**src/rtl/rtc_irq_pkg.sv**
```systemverilog
package rtc_irq_pkg;

    localparam int BYTE_W   = 8;
    localparam int NUM_SRC  = 3;

    // Source indices inside the event/flag vector; vector maps onto status[6:4]
    localparam int IDX_UPD  = 0;
    localparam int IDX_ALM  = 1;
    localparam int IDX_PER  = 2;

    localparam int FLAG_LSB = 4;
    localparam int REQ_BIT  = 7;
    localparam int CTL_LSB  = 3;
    localparam int CTL_W    = 4;

    typedef logic [NUM_SRC-1:0] src_vec_t;

    typedef struct packed {
        logic per_en;
        logic alm_en;
        logic upd_en;
        logic sqw_en;
    } ctl_t;

    function automatic logic [BYTE_W-1:0] pack_status(input logic req, input src_vec_t flg);
        logic [BYTE_W-1:0] b;
        b = '0;
        b[REQ_BIT] = req;
        b[FLAG_LSB +: NUM_SRC] = flg;
        return b;
    endfunction

    function automatic logic [BYTE_W-1:0] pack_ctl(input logic setb, input ctl_t c);
        logic [BYTE_W-1:0] b;
        b = '0;
        b[REQ_BIT] = setb;
        b[CTL_LSB +: CTL_W] = c;
        return b;
    endfunction

    function automatic src_vec_t ctl_enables(input ctl_t c);
        src_vec_t v;
        v[IDX_PER] = c.per_en;
        v[IDX_ALM] = c.alm_en;
        v[IDX_UPD] = c.upd_en;
        return v;
    endfunction

endpackage

```
**src/rtl/irq_flag_bank.sv**
```systemverilog
module irq_flag_bank
    import rtc_irq_pkg::*;
#(
    parameter int N = NUM_SRC
) (
    input  logic         clk,
    input  logic         rst_n,
    input  logic [N-1:0] ev,
    input  logic         rd_act,
    output logic [N-1:0] flags,
    output logic         rd_busy
);

    logic [N-1:0] pend;

    always_ff @(posedge clk) begin
        if (!rst_n) rd_busy <= 1'b0;
        else        rd_busy <= rd_act;
    end

    for (genvar i = 0; i < N; i++) begin : g_src
        always_ff @(posedge clk) begin
            if (!rst_n) begin
                flags[i] <= 1'b0;
                pend[i]  <= 1'b0;
            end else if (rd_act) begin
                pend[i]  <= pend[i] | ev[i];
            end else if (rd_busy) begin
                flags[i] <= pend[i] | ev[i];
                pend[i]  <= 1'b0;
            end else if (ev[i]) begin
                flags[i] <= 1'b1;
            end
        end

        assert_event_sets_flag_R1: assert property (@(posedge clk) disable iff (!rst_n)
            (ev[i] && !rd_act && !rd_busy) |=> flags[i]);

        assert_pending_posted_R8: assert property (@(posedge clk) disable iff (!rst_n)
            (rd_busy && !rd_act && pend[i]) |=> flags[i]);
    end

    assert_flags_hold_in_read_R6: assert property (@(posedge clk) disable iff (!rst_n)
        rd_act |=> $stable(flags));

    assert_clear_after_read_R7: assert property (@(posedge clk) disable iff (!rst_n)
        (rd_busy && !rd_act && pend == '0 && ev == '0) |=> (flags == '0));

endmodule

```
**src/rtl/irq_ctl_reg.sv**
```systemverilog
module irq_ctl_reg
    import rtc_irq_pkg::*;
(
    input  logic             clk,
    input  logic             rst_n,
    input  logic             we,
    input  logic [CTL_W-1:0] wbits,
    output ctl_t             ctl
);

    always_ff @(posedge clk) begin
        if (!rst_n)  ctl <= '0;
        else if (we) ctl <= ctl_t'(wbits);
    end

    assert_ctl_write_R2: assert property (@(posedge clk) disable iff (!rst_n)
        we |=> (ctl == ctl_t'($past(wbits))));

endmodule

```
**src/rtl/irq_req_merge.sv**
```systemverilog
module irq_req_merge
    import rtc_irq_pkg::*;
(
    input  src_vec_t flags,
    input  ctl_t     ctl,
    input  logic     set_mode,
    output src_vec_t src_req,
    output logic     req
);

    src_vec_t en;
    src_vec_t gate;

    always_comb begin
        en            = ctl_enables(ctl);
        gate          = '1;
        gate[IDX_UPD] = ~set_mode;
        src_req       = flags & en & gate;
        req           = |src_req;
    end

endmodule

```
**src/rtl/irq_status_view.sv**
```systemverilog
module irq_status_view
    import rtc_irq_pkg::*;
(
    input  logic              clk,
    input  logic              rst_n,
    input  logic              rd_act,
    input  logic              rd_busy,
    input  logic [BYTE_W-1:0] live,
    output logic [BYTE_W-1:0] view
);

    logic [BYTE_W-1:0] snap;

    always_ff @(posedge clk) begin
        if (!rst_n)                  snap <= '0;
        else if (rd_act && !rd_busy) snap <= live;
    end

    assign view = rd_busy ? snap : live;

    assert_view_frozen_R6: assert property (@(posedge clk) disable iff (!rst_n)
        (rd_busy && $past(rd_busy)) |-> $stable(view));

endmodule

```
**src/rtl/rtc_irq_unit.sv**
```systemverilog
module rtc_irq_unit
    import rtc_irq_pkg::*;
(
    input  logic              clk,
    input  logic              rst_n,
    input  logic              ev_periodic,
    input  logic              ev_alarm,
    input  logic              ev_update,
    input  logic              stat_rd,
    input  logic              wr_en,
    input  logic              wr_sel_stat,
    input  logic [BYTE_W-1:0] wr_data,
    input  logic              set_mode,
    output logic [BYTE_W-1:0] stat_byte,
    output logic [BYTE_W-1:0] ctl_byte,
    output logic              irq_n,
    output logic              irq_oe
);

    src_vec_t          ev;
    src_vec_t          flags;
    src_vec_t          src_req;
    ctl_t              ctl;
    logic              rd_busy;
    logic              req;
    logic              ctl_we;
    logic [BYTE_W-1:0] live_stat;
    logic              unused_wr_bits;

    always_comb begin
        ev          = '0;
        ev[IDX_PER] = ev_periodic;
        ev[IDX_ALM] = ev_alarm;
        ev[IDX_UPD] = ev_update;
    end

    assign ctl_we         = wr_en & ~wr_sel_stat;
    assign unused_wr_bits = ^{wr_data[BYTE_W-1:CTL_LSB+CTL_W], wr_data[CTL_LSB-1:0]};

    irq_flag_bank #(.N(NUM_SRC)) u_flags (
        .clk     (clk),
        .rst_n   (rst_n),
        .ev      (ev),
        .rd_act  (stat_rd),
        .flags   (flags),
        .rd_busy (rd_busy)
    );

    irq_ctl_reg u_ctl (
        .clk   (clk),
        .rst_n (rst_n),
        .we    (ctl_we),
        .wbits (wr_data[CTL_LSB +: CTL_W]),
        .ctl   (ctl)
    );

    irq_req_merge u_merge (
        .flags    (flags),
        .ctl      (ctl),
        .set_mode (set_mode),
        .src_req  (src_req),
        .req      (req)
    );

    assign live_stat = pack_status(req, flags);

    irq_status_view u_view (
        .clk     (clk),
        .rst_n   (rst_n),
        .rd_act  (stat_rd),
        .rd_busy (rd_busy),
        .live    (live_stat),
        .view    (stat_byte)
    );

    assign ctl_byte = pack_ctl(set_mode, ctl);
    assign irq_oe   = req;
    assign irq_n    = ~req;

    assert_never_drive_high_R11: assert property (@(posedge clk) disable iff (!rst_n)
        irq_oe |-> !irq_n);

    assert_req_flag_tracks_pin_R3: assert property (@(posedge clk) disable iff (!rst_n)
        !rd_busy |-> (stat_byte[REQ_BIT] == irq_oe));

    assert_update_blocked_R5: assert property (@(posedge clk) disable iff (!rst_n)
        (set_mode && !(flags[IDX_PER] && ctl.per_en) && !(flags[IDX_ALM] && ctl.alm_en))
        |-> !irq_oe);

    assert_source_req_onehot_ok_R2: assert property (@(posedge clk) disable iff (!rst_n)
        (src_req == '0) |-> !irq_oe);

endmodule

```
**config.mk**
```make
export PLATFORM = sky130hd
export DESIGN_NAME = rtc_irq_unit
export DESIGN_NICKNAME = d
export VERILOG_FILES = /design/src/rtl/rtc_irq_pkg.sv /design/src/rtl/irq_flag_bank.sv /design/src/rtl/irq_ctl_reg.sv /design/src/rtl/irq_req_merge.sv /design/src/rtl/irq_status_view.sv /design/src/rtl/rtc_irq_unit.sv
export SDC_FILE = /design/constraint.sdc
export NUM_CORES = 1
export LEC_CHECK = 0
export ABC_AREA = 1
export BUFFER_PORTS_ARGS = -buffer_cell sky130_fd_sc_hd__buf_2
export CAP_MARGIN = 20
export CORE_AREA = 5 5 51 53
export DETAILED_ROUTE_END_ITERATION = 10
export DIE_AREA = 0 0 56 58
export GPL_ROUTABILITY_DRIVEN = 1
export PLACE_DENSITY = 0.76
export SYNTH_ARGS = -nofsm -noshare
export SYNTH_HDL_FRONTEND = slang
export SYNTH_HIERARCHICAL = 1
export SYNTH_SLANG_ARGS = --single-unit
export TNS_END_PERCENT = 10
```
**constraint.sdc**
```tcl
create_clock -name clk -period 2.1 [get_ports clk]
set_input_delay 0.105 -clock clk [delete_from_list [all_inputs] [get_ports clk]]
set_output_delay 0.105 -clock clk [all_outputs]
set_load 0.05 [all_outputs]
```
Word-level counts from Yosys, hierarchy flattened
Cells that the tools add are included.

Bits in registers: 15. Input port bits: 17. Output and inout bits: 18. Word-level logic and storage cells: 43.

Muxes and demuxes: 11. Bitwise gates (word level): 10. Reductions and logical operators: 10.

Operators with widths (count): $mux 1 (10); $mux 8 (1); $reduce_bool 2->1 (4); $and 3x3->3 (2); $reduce_and 2->1 (3); $not 1->1 (4); $or 1x1->1 (3); $reduce_or 3->1 (1); $and 1x1->1 (1); $logic_and 1x1->1 (1); $logic_not 1->1 (1).

Logic depth before layout (Yosys ltp)
Gate-level depths: netlist of the first run.

Depth in word-level cells: 4. Mapped depth: 8. Depth with buffers taken out: 8.

By module
Netlist of the first run, hierarchy kept.

Modules (own cells, without submodules): irq_status_view (times used 1, cells each 71, area each 430.4 um^2, sequential area each 160.2 um^2); irq_flag_bank (times used 1, cells each 38, area each 274.0 um^2, sequential area each 140.1 um^2); irq_ctl_reg (times used 1, cells each 25, area each 166.4 um^2, sequential area each 80.1 um^2); irq_req_merge (times used 1, cells each 9, area each 50.0 um^2, sequential area each 0.0 um^2); rtc_irq_unit (times used 1, cells each 8, area each 47.5 um^2, sequential area each 0.0 um^2).

Worst setup path before layout of the first run
Ideal clock, no wire load.

Path kind: reg-to-output. Start: reg, netlist name u_ctl/ctl[3]. End: out stat_byte[7]. Arrival time: 2451 ps. Data required time: 1995 ps. Path slack: -456 ps. Stages on the path, launching flop included: 7. Path buffers: 0. Path through: dfxtp_1 nand2_1 nand2_1 inv_1 nand2_1 inv_1 o21ai_0.

Word-level cells in the longest chain between the ends: 4.

RTL lines: $and 3x3->3 (2 in series) (line irq_req_merge.sv:18) `src_req = flags & en & gate;`; $reduce_or 3->1 (line irq_req_merge.sv:19) `req = |src_req;`; named net irq_oe (line rtc_irq_unit.sv:17) `output logic irq_oe`; $mux 8 (line irq_status_view.sv:19) `assign view = rd_busy ? snap : live;`; end, declared (line rtc_irq_unit.sv:14) `output logic [BYTE_W-1:0] stat_byte,`.

The timed path passes the listed nets, and every way through them passes these cells.

Worst setup path in the final report of the first run
Start: reg u_flags.rd_busy. End: out stat_byte[7].

Word-level cells in the longest chain between the ends: 1.

RTL lines: start, declared (line irq_flag_bank.sv:11) `output logic rd_busy`; start signal, assigned (line irq_flag_bank.sv:18) `else rd_busy <= rd_act;`; $mux 8 (line irq_status_view.sv:19).

No other way between the ends.

==> impl_metrics.yaml, run 1 <==
cells_and_area:
  syn_to_final_growth_pct: 17.4
  design_area_um2: 1120
  final_util: 0.534
  num_antenna_cells: 0
  nets: 196
  mostFrequentLayoutCells: "nand2_1 (36), nor2_1 (30), buf_2 (27), inv_1 (19), dfxtp_1 (19)"
  final_common_cell: "nand2_1"
  drive_above_1_share: 0.230
route:
  viasPerCell: 4.50
  wire_per_inst_um: 9.64
  remaining_drc_errors: 0
  firstDrtPassIters: 4
  vias: 928
  drtAntennaViolNets: 0
  routed_wl_um: 1990
  drtIter0Drc: 10
clock_tree:
  post-cts-setup-buffer-count: 0
  clk_pin_slew_worst_paths_ns: 0.12
  clock-sinks: 19
  numCtsBuffers: 3
  cts_tree: "built"
  hold_buffers: 0
  cts_buffer_depth: 2
  insertion_delay_ns: 0.30
  htree_levels: 1
  cts-root-buf: "clkbuf_4"
  ctsResizeCount: 0
setup_path:
  critPathMaxFanout: 10
  cp_data_arrival_time_ns: 1.45
  crit_required_ns: 2.00
  r2r_slack_ns: 1.07
  critPathCaptureType: "primary output"
  critPathLaunchType: "flip-flop"
  critPathKind: "flip-flop to primary output"
sta:
  finalMaxSlewViolations: 0
  grt_setup_unrepaired: "false"
  period_needed_ns: 1.56
  fmax_ghz: 0.641
  min_period_over_period: 0.742
  worst_slack_ns: 0.541
  setup-tns-final_ns: 0
  clock_skew_ns: 0.0123
  setup-violations-final: 0
  hold_viol: 0
pwr:
  p_leak_nw: 0.619
  power_density_nw_per_um2: 717
  total_power_uw: 806
  irDropWorstVdd_mv: 0.474
floorplan:
  ioPinCount: 35
  rows: 17
  start_util: 0.455
  die_w_um: 56
  core_um2: 2110
  dieArea_um2: 3250
  die_h_um: 58
min_path:
  hold_class: "input port to flip-flop"
placement:
  place_ws_ns: 0.872
  dp_hpwl_um: 1500
  io_buffers: 27
  dpl_cell_area_um2: 1100
  gp_congestion: 0.747
global_route:
  grt_pass1_vias: 807
  antenna_found_initial: 0
  grt_max_degree: 20
  gr-total-overflow: 0
  grt_pass1_wl_um: 3260
  grt_usage: 0.125
synthesis:
  syn_avg_cell_area_um2: 6.47
  yosys_warnings: 6
  syn_area_um2: 957
  syn_inst: 148
run:
  drv_cap: 0
run_status:
  status: "finished, final reports clean"
==> power breakdown <==
group	switching, mW	internal, mW
Combinational	0.159	0.0566
Clock	0.114	0.0709
Sequential	0.0188	0.387
==> state kept, by name, summed over array words and instances (netlist names) <==
signal,flops
u_ctl/ctl,4
u_flags/rd_busy,1
u_flags/pend,3
u_view/snap,8
u_flags/flags,3
==> layer usage <==
metal,part of all wire,routed length (um),track usage,vias up
li1,-,-,-,497
met1,0.46,911,0.151,404
met2,0.47,929,0.210,27
met3,0.073,144,0.0312,0
met4,0,0,0.0542,0
met5,0,0,0,-
==> path summary, 6_finish.rpt <==
check | startpoint | cells after the start | to
setup / recovery | u_flags/rd_busy | 4 | stat_byte[7]
hold / removal | ev_update | 3 | u_flags/pend[0]
setup reg to reg | u_flags/rd_busy | 5 | u_view/snap[5]
hold reg to reg | u_flags/pend[0] | 2 | u_flags/pend[0]
==> critical path: stages, from the launching register on <==
cell and delay [ns]:
dfxtp_1 0.52, buf_4 0.23, nand2_1 0.08, o21ai_2 0.06
buf_2 0.27
==> per-stage QoR <==
step	hold slack, ns	cells
after global placement	0.372	202
after global routing	0.0731	206
after floorplan	0.221	154
after CTS	0.0568	206
after detailed placement	0.383	202
final	0.0655	206
==> final cells by class <==
cell class | count | area (um^2)
multi-input combinational | 104 | 452
fill | 218 | 982
timing repair buffer | 28 | 143
inverter | 23 | 86.3
clock inverter | 1 | 5.00
sequential | 19 | 380
clock buffer | 3 | 22.5
tap | 28 | 35.0
Power figures use the tool's default switching activity.
==> run 2: changes to the inputs <==
--- a/config.mk
+++ b/config.mk
@@ -8,11 +8,11 @@
 export ABC_AREA = 1
 export BUFFER_PORTS_ARGS = -buffer_cell sky130_fd_sc_hd__buf_2
 export CAP_MARGIN = 20
-export CORE_AREA = 5 5 51 53
+export CORE_AREA = 5 5 54 56
 export DETAILED_ROUTE_END_ITERATION = 10
-export DIE_AREA = 0 0 56 58
+export DIE_AREA = 0 0 59 61
 export GPL_ROUTABILITY_DRIVEN = 1
-export PLACE_DENSITY = 0.76
+export PLACE_DENSITY = 0.71
 export SYNTH_ARGS = -nofsm -noshare
 export SYNTH_HDL_FRONTEND = slang
 export SYNTH_HIERARCHICAL = 1
==> constraint.sdc (replaced) <==
create_clock -name clk -period 1.36 [get_ports clk]
set_input_delay 0.068 -clock clk [delete_from_list [all_inputs] [get_ports clk]]
set_output_delay 0.068 -clock clk [all_outputs]
set_load 0.05 [all_outputs]
==> run 2 against run 1 <==
Clock power grew 55%. Critical path depth up 3. Combinational power rose by 71%. Final area up 7.0%. Die area grew 11%. Final cell count rose by 2.4%. Global-route usage shrank 0.97 points. Sequential share of layout area decreased by 1.5 points. Largest power group unchanged.
==> impl_metrics.yaml, run 2 (synthesis gave the netlist of run 1 again) <==
cells_and_area:
  final_common_cell: "nand2_1"
  largest_reg_flops: 8
  drive_above_1_share: 0.298
  syn_to_final_growth_pct: 25.6
  nets: 199
  mostFrequentLayoutCells: "nand2_1 (35), nor2_1 (30), buf_2 (19), inv_1 (17), nand3_1 (13)"
  num_antenna_cells: 0
  reg_top3: "u_view/snap: 8 flops, u_ctl/ctl: 4 flops"
  regMostFlops: "u_view/snap"
floorplan:
  core_um2: 2390
  start_util: 0.401
  die_h_um: 61
  dieArea_um2: 3600
  ioPinCount: 35
  rows: 18
  die_w_um: 59
pwr:
  p_leak_nw: 0.644
  swShare: 0.358
  power_density_nw_per_um2: 1060
  p_sw_uw: 459
  irDropWorstVdd_mv: 0.704
  p_clk_frac: 0.223
  seqPwrFrac: 0.489
  power_frac_comb: 0.287
  power.internal_uw: 822
sta:
  setup-tns-final_ns: 0
  hold_viol: 0
  whs_ns: 0.0380
  clock_skew_ns: 0.00522
  grt_setup_unrepaired: "true"
  worst_slack_ns: 0.0779
  fmax_ghz: 0.780
  finalMaxSlewViolations: 0
  min_period_over_period: 0.943
  period_needed_ns: 1.28
  setup-violations-final: 0
route:
  wl_met2_um: 984
  vias: 937
  firstDrtPassIters: 4
  wl_met1_um: 914
  drtIter0Drc: 24
  drtAntennaViolNets: 0
  topRoutingLayerUsed: "met3"
  routed_wl_um: 2050
  wire_per_inst_um: 9.71
  remaining_drc_errors: 0
  viasPerCell: 4.44
  routed-wl-met3_um: 149
global_route:
  grt_pass1_wl_um: 3240
  grt_usage: 0.115
  gr-total-overflow: 0
  grt_max_degree: 20
  grt_pass1_vias: 793
  antenna_found_initial: 0
setup_path:
  cpPeakStageDelay_ns: 0.36
  critPathCaptureType: "primary output"
  critPathMaxFanout: 3
  crit_path_top_delay_cell: "dfxtp_2"
  critPathLaunchType: "flip-flop"
  critPathKind: "flip-flop to primary output"
  cp_data_arrival_time_ns: 1.21
  crit_required_ns: 1.29
  crit_top_cell: "nand2_1"
  path_cells: "nand2_1, nand2_1, inv_2, nand2_4, inv_4, o21ai_4, buf_6"
clock_tree:
  cts_buffer_depth: 2
  htree_levels: 1
  clk_pin_slew_worst_paths_ns: 0.11
  insertion_delay_ns: 0.29
  hold_buffers: 0
  cts-root-buf: "clkbuf_4"
  numCtsBuffers: 3
  clock-sinks: 19
  cts_tree: "built"
min_path:
  hold_class: "input port to flip-flop"
placement:
  io_buffers: 27
  dp_hpwl_um: 1560
  gp_congestion: 0.770
  place_ws_ns: 0.199
run:
  drv_cap: 0
run_status:
  status: "finished, final reports clean"
-- run 2: cell types whose count changed in the layout (fill, tap and decap cells not counted), sizes merged --
cell and delta:
buf +2, clkbuf +1
-- run 2: path summary, 6_finish.rpt --
check | cells after the start | slack (ns) | start | end
setup / recovery | 7 | 0.08 | u_flags/flags[2] | stat_byte[7]
hold / removal | 5 | 0.04 | wr_data[4] | u_ctl/ctl[1]
setup reg to reg | 4 | 0.31 | u_flags/rd_busy | u_view/snap[2]
hold reg to reg | 2 | 0.48 | u_ctl/ctl[0] | u_ctl/ctl[0]
-- run 2: cell type report --
type / instances / area [um^2]
Tap cell: 30 / 37.5
Clock inverter: 1 / 5.00
Timing Repair Buffer: 31 / 193
Fill cell: 268 / 1180
Multi-Input combinational cell: 104 / 467
Sequential cell: 19 / 389
Clock buffer: 3 / 22.5
Inverter: 23 / 88.8
-- run 2: power groups by stage --
stage | registers [mW] | clock network (mW) | logic (mW)
after floorplan | 0.663 | 0 | 0.252
after global placement | 0.637 | 0 | 0.334
after detailed placement | 0.640 | 0 | 0.342
after CTS | 0.629 | 0.298 | 0.356
after global routing | 0.631 | 0.335 | 0.403
final | 0.627 | 0.286 | 0.368
-- run 2: timing repair --
action	4_1_cts	5_1_grt
gates resized for setup	12	5
pin swaps	1	1
buffers inserted	0	3
setup endpoints to repair	7	8
-- run 2: worst max-delay path: cells and delay by family (launching register included) --
kind	cells	cell delay, ns
AO/OA/AOI/OAI	1	0.12
AND/OR/NAND/NOR	3	0.19
buffers and inverters	3	0.25
flip-flops	1	0.36
-- run 2: metal layers --
| layer | global-route usage | vias up |
|---|---|---|
| met3 | 0.0298 | 0 |
| met5 | 0 | - |
| li1 | - | 504 |
| met4 | 0.0291 | 0 |
| met1 | 0.136 | 409 |
| met2 | 0.207 | 24 |
-- run 2: metrics by stage --
stage / instance area [um^2] / total power, mW / util / cells
floorplan: 1000 / 0.915 / - / 154
global placement: 1120 / 0.971 / 0.468 / 204
detailed placement: 1120 / 0.982 / 0.468 / 204
CTS: 1170 / 1.28 / 0.492 / 208
finish: 1200 / 1.28 / 0.504 / 211
global route: 1200 / 1.37 / 0.504 / 211
